### config.mk
export PLATFORM = sky130hd
export DESIGN_NAME = chan_strobe_sel
export DESIGN_NICKNAME = d
export VERILOG_FILES = /design/src/rtl/chsel_pkg.sv /design/src/rtl/chsel_sync.sv /design/src/rtl/chsel_qual.sv /design/src/rtl/chsel_table.sv /design/src/rtl/chan_strobe_sel.sv
export SDC_FILE = /design/constraint.sdc
export NUM_CORES = 2
export LEC_CHECK = 0
export ABC_AREA = 1
export BUFFER_PORTS_ARGS = -buffer_cell sky130_fd_sc_hd__clkbuf_2
export CORE_MARGIN = 2
export CORE_UTILIZATION = 25
export DETAILED_ROUTE_END_ITERATION = 6
export PLACE_DENSITY = 0.35
export SLEW_MARGIN = 20
export SYNTH_ARGS = -nofsm -noshare
export SYNTH_HDL_FRONTEND = slang
export SYNTH_SLANG_ARGS = --single-unit
export TNS_END_PERCENT = 20
### constraint.sdc
create_clock -name clk_i -period 3.6 [get_ports clk_i]
set_input_delay 0.72 -clock clk_i [delete_from_list [all_inputs] [get_ports clk_i]]
set_output_delay 0.72 -clock clk_i [all_outputs]
set_load 0.005 [all_outputs]
### src/rtl/chsel_pkg.sv
package chsel_pkg;

    typedef enum logic [1:0] {
        QS_IDLE  = 2'd0,
        QS_COUNT = 2'd1,
        QS_HOLD  = 2'd2
    } qual_state_e;

endpackage

### src/rtl/chsel_sync.sv
module chsel_sync #(
    parameter int   W       = 8,
    parameter logic RST_VAL = 1'b1
) (
    input  logic         clk,
    input  logic         rst_n,
    input  logic [W-1:0] d,
    output logic [W-1:0] q
);
    for (genvar i = 0; i < W; i++) begin : g_bit
        logic [1:0] stage_q;
        always_ff @(posedge clk or negedge rst_n) begin
            if (!rst_n) stage_q <= {2{RST_VAL}};
            else        stage_q <= {stage_q[0], d[i]};
        end
        assign q[i] = stage_q[1];
    end
endmodule

### src/rtl/chsel_qual.sv
module chsel_qual
    import chsel_pkg::*;
#(
    parameter int CODE_W      = 7,
    parameter int NUM_CH      = 120,
    parameter int QUAL_CYCLES = 28,
    parameter int LOCK_CYCLES = 20000
) (
    input  logic              clk,
    input  logic              rst_n,
    input  logic              set_s,
    input  logic [CODE_W-1:0] code_s,
    output logic              accept_o,
    output logic              rd_en_o,
    output logic [CODE_W-1:0] rd_addr_o,
    output logic              lock_busy_o
);
    localparam int QCNT_W = $clog2(QUAL_CYCLES + 1);
    localparam int LCNT_W = $clog2(LOCK_CYCLES + 1);
    localparam logic [CODE_W-1:0] LAST_CH  = CODE_W'(NUM_CH - 1);
    localparam logic [QCNT_W-1:0] QUAL_END = QCNT_W'(QUAL_CYCLES - 1);
    localparam logic [LCNT_W-1:0] LOCK_LD  = LCNT_W'(LOCK_CYCLES);

    typedef struct packed {
        qual_state_e       st;
        logic [QCNT_W-1:0] cnt;
        logic [LCNT_W-1:0] lock;
        logic              prev;
    } qual_reg_t;

    qual_reg_t d_s, q_s;
    logic      accept_d, rd_en_d;

    always_comb begin
        d_s      = q_s;
        accept_d = 1'b0;
        rd_en_d  = 1'b0;
        d_s.prev = set_s;
        if (q_s.lock != '0) d_s.lock = q_s.lock - 1'b1;
        unique case (q_s.st)
            QS_IDLE: begin
                if (!set_s && q_s.prev && (q_s.lock == '0)) begin
                    d_s.st  = QS_COUNT;
                    d_s.cnt = QCNT_W'(1);
                end
            end
            QS_COUNT: begin
                if (set_s) begin
                    d_s.st = QS_IDLE;
                end else if (q_s.cnt == QUAL_END) begin
                    accept_d = 1'b1;
                    d_s.st   = QS_HOLD;
                    if (code_s <= LAST_CH) begin
                        rd_en_d  = 1'b1;
                        d_s.lock = LOCK_LD;
                    end
                end else begin
                    d_s.cnt = q_s.cnt + 1'b1;
                end
            end
            QS_HOLD: begin
                if (set_s) d_s.st = QS_IDLE;
            end
            default: d_s.st = QS_IDLE;
        endcase
    end

    always_ff @(posedge clk or negedge rst_n) begin
        if (!rst_n) begin
            q_s.st   <= QS_IDLE;
            q_s.cnt  <= '0;
            q_s.lock <= '0;
            q_s.prev <= 1'b1;
        end else begin
            q_s <= d_s;
        end
    end

    assign accept_o    = accept_d;
    assign rd_en_o     = rd_en_d;
    assign rd_addr_o   = code_s;
    assign lock_busy_o = (q_s.lock != '0);
endmodule

### src/rtl/chsel_table.sv
module chsel_table #(
    parameter int CODE_W = 7,
    parameter int NUM_CH = 120,
    parameter int FREQ_W = 32
) (
    input  logic              clk,
    input  logic              we,
    input  logic [CODE_W-1:0] waddr,
    input  logic [FREQ_W-1:0] wdata,
    input  logic              re,
    input  logic [CODE_W-1:0] raddr,
    output logic [FREQ_W-1:0] rdata
);
    localparam logic [CODE_W-1:0] LAST_CH = CODE_W'(NUM_CH - 1);

    logic [FREQ_W-1:0] mem [NUM_CH];
    logic [FREQ_W-1:0] rdata_q;

    always_ff @(posedge clk) begin
        if (we && (waddr <= LAST_CH)) mem[waddr] <= wdata;
        if (re && (raddr <= LAST_CH)) rdata_q <= mem[raddr];
    end

    assign rdata = rdata_q;
endmodule

### src/rtl/chan_strobe_sel.sv
module chan_strobe_sel #(
    parameter int CODE_W      = 7,
    parameter int NUM_CH      = 120,
    parameter int FREQ_W      = 32,
    parameter int QUAL_CYCLES = 28,
    parameter int LOCK_CYCLES = 20000
) (
    input  logic              clk_i,
    input  logic              rst_ni,
    input  logic              set_ni,
    input  logic [CODE_W-1:0] code_i,
    input  logic              tbl_we_i,
    input  logic [CODE_W-1:0] tbl_waddr_i,
    input  logic [FREQ_W-1:0] tbl_wdata_i,
    output logic [FREQ_W-1:0] freq_o,
    output logic              freq_vld_o
);
    localparam int SYNC_W = CODE_W + 1;

    logic [SYNC_W-1:0] sync_out;
    logic              set_s;
    logic [CODE_W-1:0] code_s;
    logic              accept, rd_en, lock_busy;
    logic [CODE_W-1:0] rd_addr;
    logic [FREQ_W-1:0] rd_data;

    chsel_sync #(.W(SYNC_W), .RST_VAL(1'b1)) u_sync (
        .clk   (clk_i),
        .rst_n (rst_ni),
        .d     ({set_ni, code_i}),
        .q     (sync_out)
    );
    assign set_s  = sync_out[SYNC_W-1];
    assign code_s = sync_out[CODE_W-1:0];

    chsel_qual #(
        .CODE_W(CODE_W), .NUM_CH(NUM_CH),
        .QUAL_CYCLES(QUAL_CYCLES), .LOCK_CYCLES(LOCK_CYCLES)
    ) u_qual (
        .clk         (clk_i),
        .rst_n       (rst_ni),
        .set_s       (set_s),
        .code_s      (code_s),
        .accept_o    (accept),
        .rd_en_o     (rd_en),
        .rd_addr_o   (rd_addr),
        .lock_busy_o (lock_busy)
    );

    chsel_table #(.CODE_W(CODE_W), .NUM_CH(NUM_CH), .FREQ_W(FREQ_W)) u_tbl (
        .clk   (clk_i),
        .we    (tbl_we_i),
        .waddr (tbl_waddr_i),
        .wdata (tbl_wdata_i),
        .re    (rd_en),
        .raddr (rd_addr),
        .rdata (rd_data)
    );

    typedef struct packed {
        logic              pend;
        logic              vld;
        logic [FREQ_W-1:0] freq;
    } out_reg_t;

    out_reg_t out_d, out_q;

    always_comb begin
        out_d      = out_q;
        out_d.pend = rd_en;
        out_d.vld  = out_q.pend;
        if (out_q.pend) out_d.freq = rd_data;
    end

    always_ff @(posedge clk_i or negedge rst_ni) begin
        if (!rst_ni) out_q <= '0;
        else         out_q <= out_d;
    end

    assign freq_o     = out_q.freq;
    assign freq_vld_o = out_q.vld;
endmodule

==> flow_summary_export.csv <==
group,metric,value,unit
sta,setup-tns-final,0,ps
route,drc_errors,0,
synth,synth_flop_cell,"edfxtp_1",
synth,synth_top_family_by_area,"simple AND/OR/NAND/NOR gates",
synth,synth_edf_count,3872,
sta,period_needed,3530,ps
synth,synthAdderAreaFrac,0.0233,%
sta,finClkSkew,160,ps
setup_path,critPathKind,"register to register",
placement,port-buffer-count,82,
clock_tree,cts_tree,"built",
global_route,grt-ovfl-total,0,
synth,synth_most_common_cell,"edfxtp_1",
placement,gp_congestion,0.779,
clock_tree,cts_root_buf,"clkbuf_16",
sta,hold_ws,111,ps
power,peakVddDrop,454,uV
placement,dpl.hpwl,365,mm
cells_and_area,final_area,193000,um2
synth,synthCells,14100,
global_route,grt_max_degree,147,
synth,synth-simple-area-share,18.5,%
setup_path,critPathSlowestCell,"dfstp_4",
route,drt-vias-per-instance,4.54,
synth,syn_nets,14200,
cells_and_area,syn2layout_area_growth,19.6,%
synth,yosys.area.top_type,"edfxtp_1",
synth,avgSynthCellArea,11.4,um2
synth,ys_seq_elements,3945,
synth,yosys-top-cells-count,"edfxtp_1, nand2_1, nor2_1, nand3_1, o21ai_0",
power,power_density,533,nW/um2
placement,place_ws,-221,ps
clock_tree,clock_latency,1070,ps
synth,yosys.area_share.xor_xnor,0.0326,%
synth,ys_warn_count,0,
power,finalPower,103,mW
clock_tree,cts_buffer_depth,4,
sta,fin_crit_sh,97.9,%
die,io_pins,83,
cells_and_area,nets,14600,
route,routedWlPerCell,26.6,um
die,die_x,807,um
setup_path,crit_required,4310,ps
setup_path,cp_num_buf_inv,4,
global_route,antenna_found_initial,88,
global_route,grt_pass1_wl,863,mm
sta,setup_ws,74.1,ps
synth,synthMuxAreaShare,0.224,%
global_route,first_global_vias,104000,
sta,fmax,284,MHz
sta,rsz0062_at_grt,"yes",
status,status,"finished clean",
synth,synth_area,161000,um2
setup_path,crit_path_end_kind,"register",
route,vias,107000,
clock_tree,htree_levels,5,
setup_path,worstPathCellList,"buf_12, buf_12, buf_12, buf_4, nand2_1, nand3_1, nand3_1, nand3_1, nand2_1, nand2_1, nand2_2, nand3_1, nand3_1",
route,ant_nets,0,
setup_path,cp_slowest_stage_delay,660,ps
route,drtIter0Drc,10400,
sta,final-max-slew-violation-count,0,
synth,yosysUniqueCellTypes,32,
setup_path,cp_common_cell,"nand3_1",
cells_and_area,drive_gt1_share,10.3,%
power,leakage,69.1,nW
route,wirelength,625,mm
synth,synth-compound-area-share,3.90,%
min_path,worstHoldPathType,"input pin to register",
clock_tree,cts.sinks,3945,
setup_path,crit_path_start_kind,"register",
sta,relSlewSlack,15.8,%
clock_tree,post_cts_buffers,0,
synth,netlist.area_leader.share,72.2,%
die,core_area,642000,um2
sta,hold_viol,0,
sta,tightest_slew,1260,ps
placement,post_dp_cell_area,178000,um2
die,die_area,651000,um2
global_route,track_usage,18.7,%
synth,postSynth.asyncResetShare,1.85,%
sta,setup_viol,0,
flow_run,maxCapViolations,0,
setup_path,crit_family,"simple AND/OR/NAND/NOR gates",
die,dieHeight,807,um
synth,synth_area_leaders,"edfxtp_1, nand2_1, nor2_1",
setup_path,cp.arrival,4230,ps
die,rows,294,
route,firstDrtPassIters,6,
clock_tree,clk_pin_slew,60,ps
synth,ys_seq_area_share,73.3,%
setup_path,crit_fanout,52,
die,start_util,25.1,%
clock_tree,cts_inserted_buffers,460,
[cell type report]
| class | instances | area (um2) |
|---|---|---|
| multi-input combinational | 8579 | 37500 |
| antenna | 43 | 108 |
| clock inverter | 221 | 1790 |
| timing repair buffer | 750 | 9310 |
| sequential | 3945 | 118000 |
| inverter | 765 | 2910 |
| clock buffer | 604 | 12200 |
| tap | 8584 | 10700 |
| fill | 65900 | 449000 |
[per-stage QoR]
step                instances  utilization [%]
floorplan               14100                -
global placement        22600             27.8
detailed placement      22600             27.8
CTS                     23400             30.0
global route            23500             30.0
finish                  23500             30.0
[cell usage in the layout (no fill, tap or decap), types with 6 or more instances in the layout]
cell           instances
edfxtp_1            3872
nand2_1             3211
nor2_1              2252
nand3_1             1727
o21ai_0             1022
inv_1                759
clkbuf_16            463
buf_4                367
buf_12               288
clkbuf_1             134
nor2_4               123
clkinv_1             108
o211ai_1              86
clkinv_2              63
dfrtp_1               55
clkbuf_2              49
diode_2               43
buf_6                 35
o221ai_1              34
mux2_2                32
o21ai_1               27
bufinv_16             19
nand2_2               18
dfstp_2               13
nor3_1                11
inv_6                 10
dlygate4sd3_1          9
clkbuf_8               7
nand4_1                6
a21oi_1                6
inv_16                 6
clkinvlp_4             6
clkinv_16              6
[worst register-to-register path: stages (launching register included)]
cell and delay (ps):
dfstp_4 660, buf_12 290, buf_12 250, buf_12 330, buf_4 440, nand2_1 80
nand3_1 80, nand3_1 100, nand3_1 150, nand2_1 130, nand2_1 150, nand2_2 260
nand3_1 210, nand3_1 80
[power by group]
| part | total, mW | internal (mW) | switching (mW) | leakage [nW] |
|---|---|---|---|---|
| clock | 44.7 | 25.0 | 19.7 | 6.80 |
| sequential | 50.7 | 50.6 | 0.0780 | 35.8 |
| combinational | 7.31 | 1.85 | 5.45 | 26.5 |
| total | 103 | 77.5 | 25.2 | 69.1 |
[final timing paths]
kind                                       startpoint                         end  slack, ps  cells after the start
max reg2reg                u_sync.g_bit[0].stage_q[1]             u_tbl.rdata[30]         70                     13
min reg2reg                u_sync.g_bit[6].stage_q[0]  u_sync.g_bit[6].stage_q[1]        350                      0
min in group asynchronous                      rst_ni  u_sync.g_bit[0].stage_q[0]        480                      2
min                                   tbl_wdata_i[25]           u_tbl.mem[16][25]        110                      1
max                        u_sync.g_bit[0].stage_q[1]             u_tbl.rdata[30]         70                     13
max in group asynchronous                      rst_ni              u_qual.q_s[19]       2380                      3
[flip-flops by register name, summed over array words and instances (netlist names)]
name	count
u_qual.q_s	23
freq_o	32
u_sync.g_bit.stage_q	16
u_tbl.rdata	32
u_tbl.mem	3840
out_d	1
freq_vld_o	1
[layer usage]
layer,track usage (%),vias to the layer above,wire length (um)
li1,-,49300,-
met1,27.0,54200,293000
met2,30.4,2603,289000
met3,2.39,595,31800
met4,3.16,8,10800
met5,0,-,51
[cells by family (layout without fill, tap and decap cells)]
logic type | count (synthesis) | in the layout
XOR/XNOR | 6 | 6
AND/OR/NAND/NOR | 7356 | 7356
multiplexers | 32 | 32
buffers and inverters | 1606 | 2340
flip-flops | 3945 | 3945
adder cells (fa/ha/maj) | 3 | 3
other | 0 | 43
AO/OA/AOI/OAI | 1182 | 1182
[timing repair]
item                                    4_1_cts  5_1_grt
hold buffers                                  9        0
endpoints found under the setup margin        7        6
resized for setup                            11        8
endpoints found under the hold margin        13        0
No activity file was read; power rests on OpenSTA's default activity.
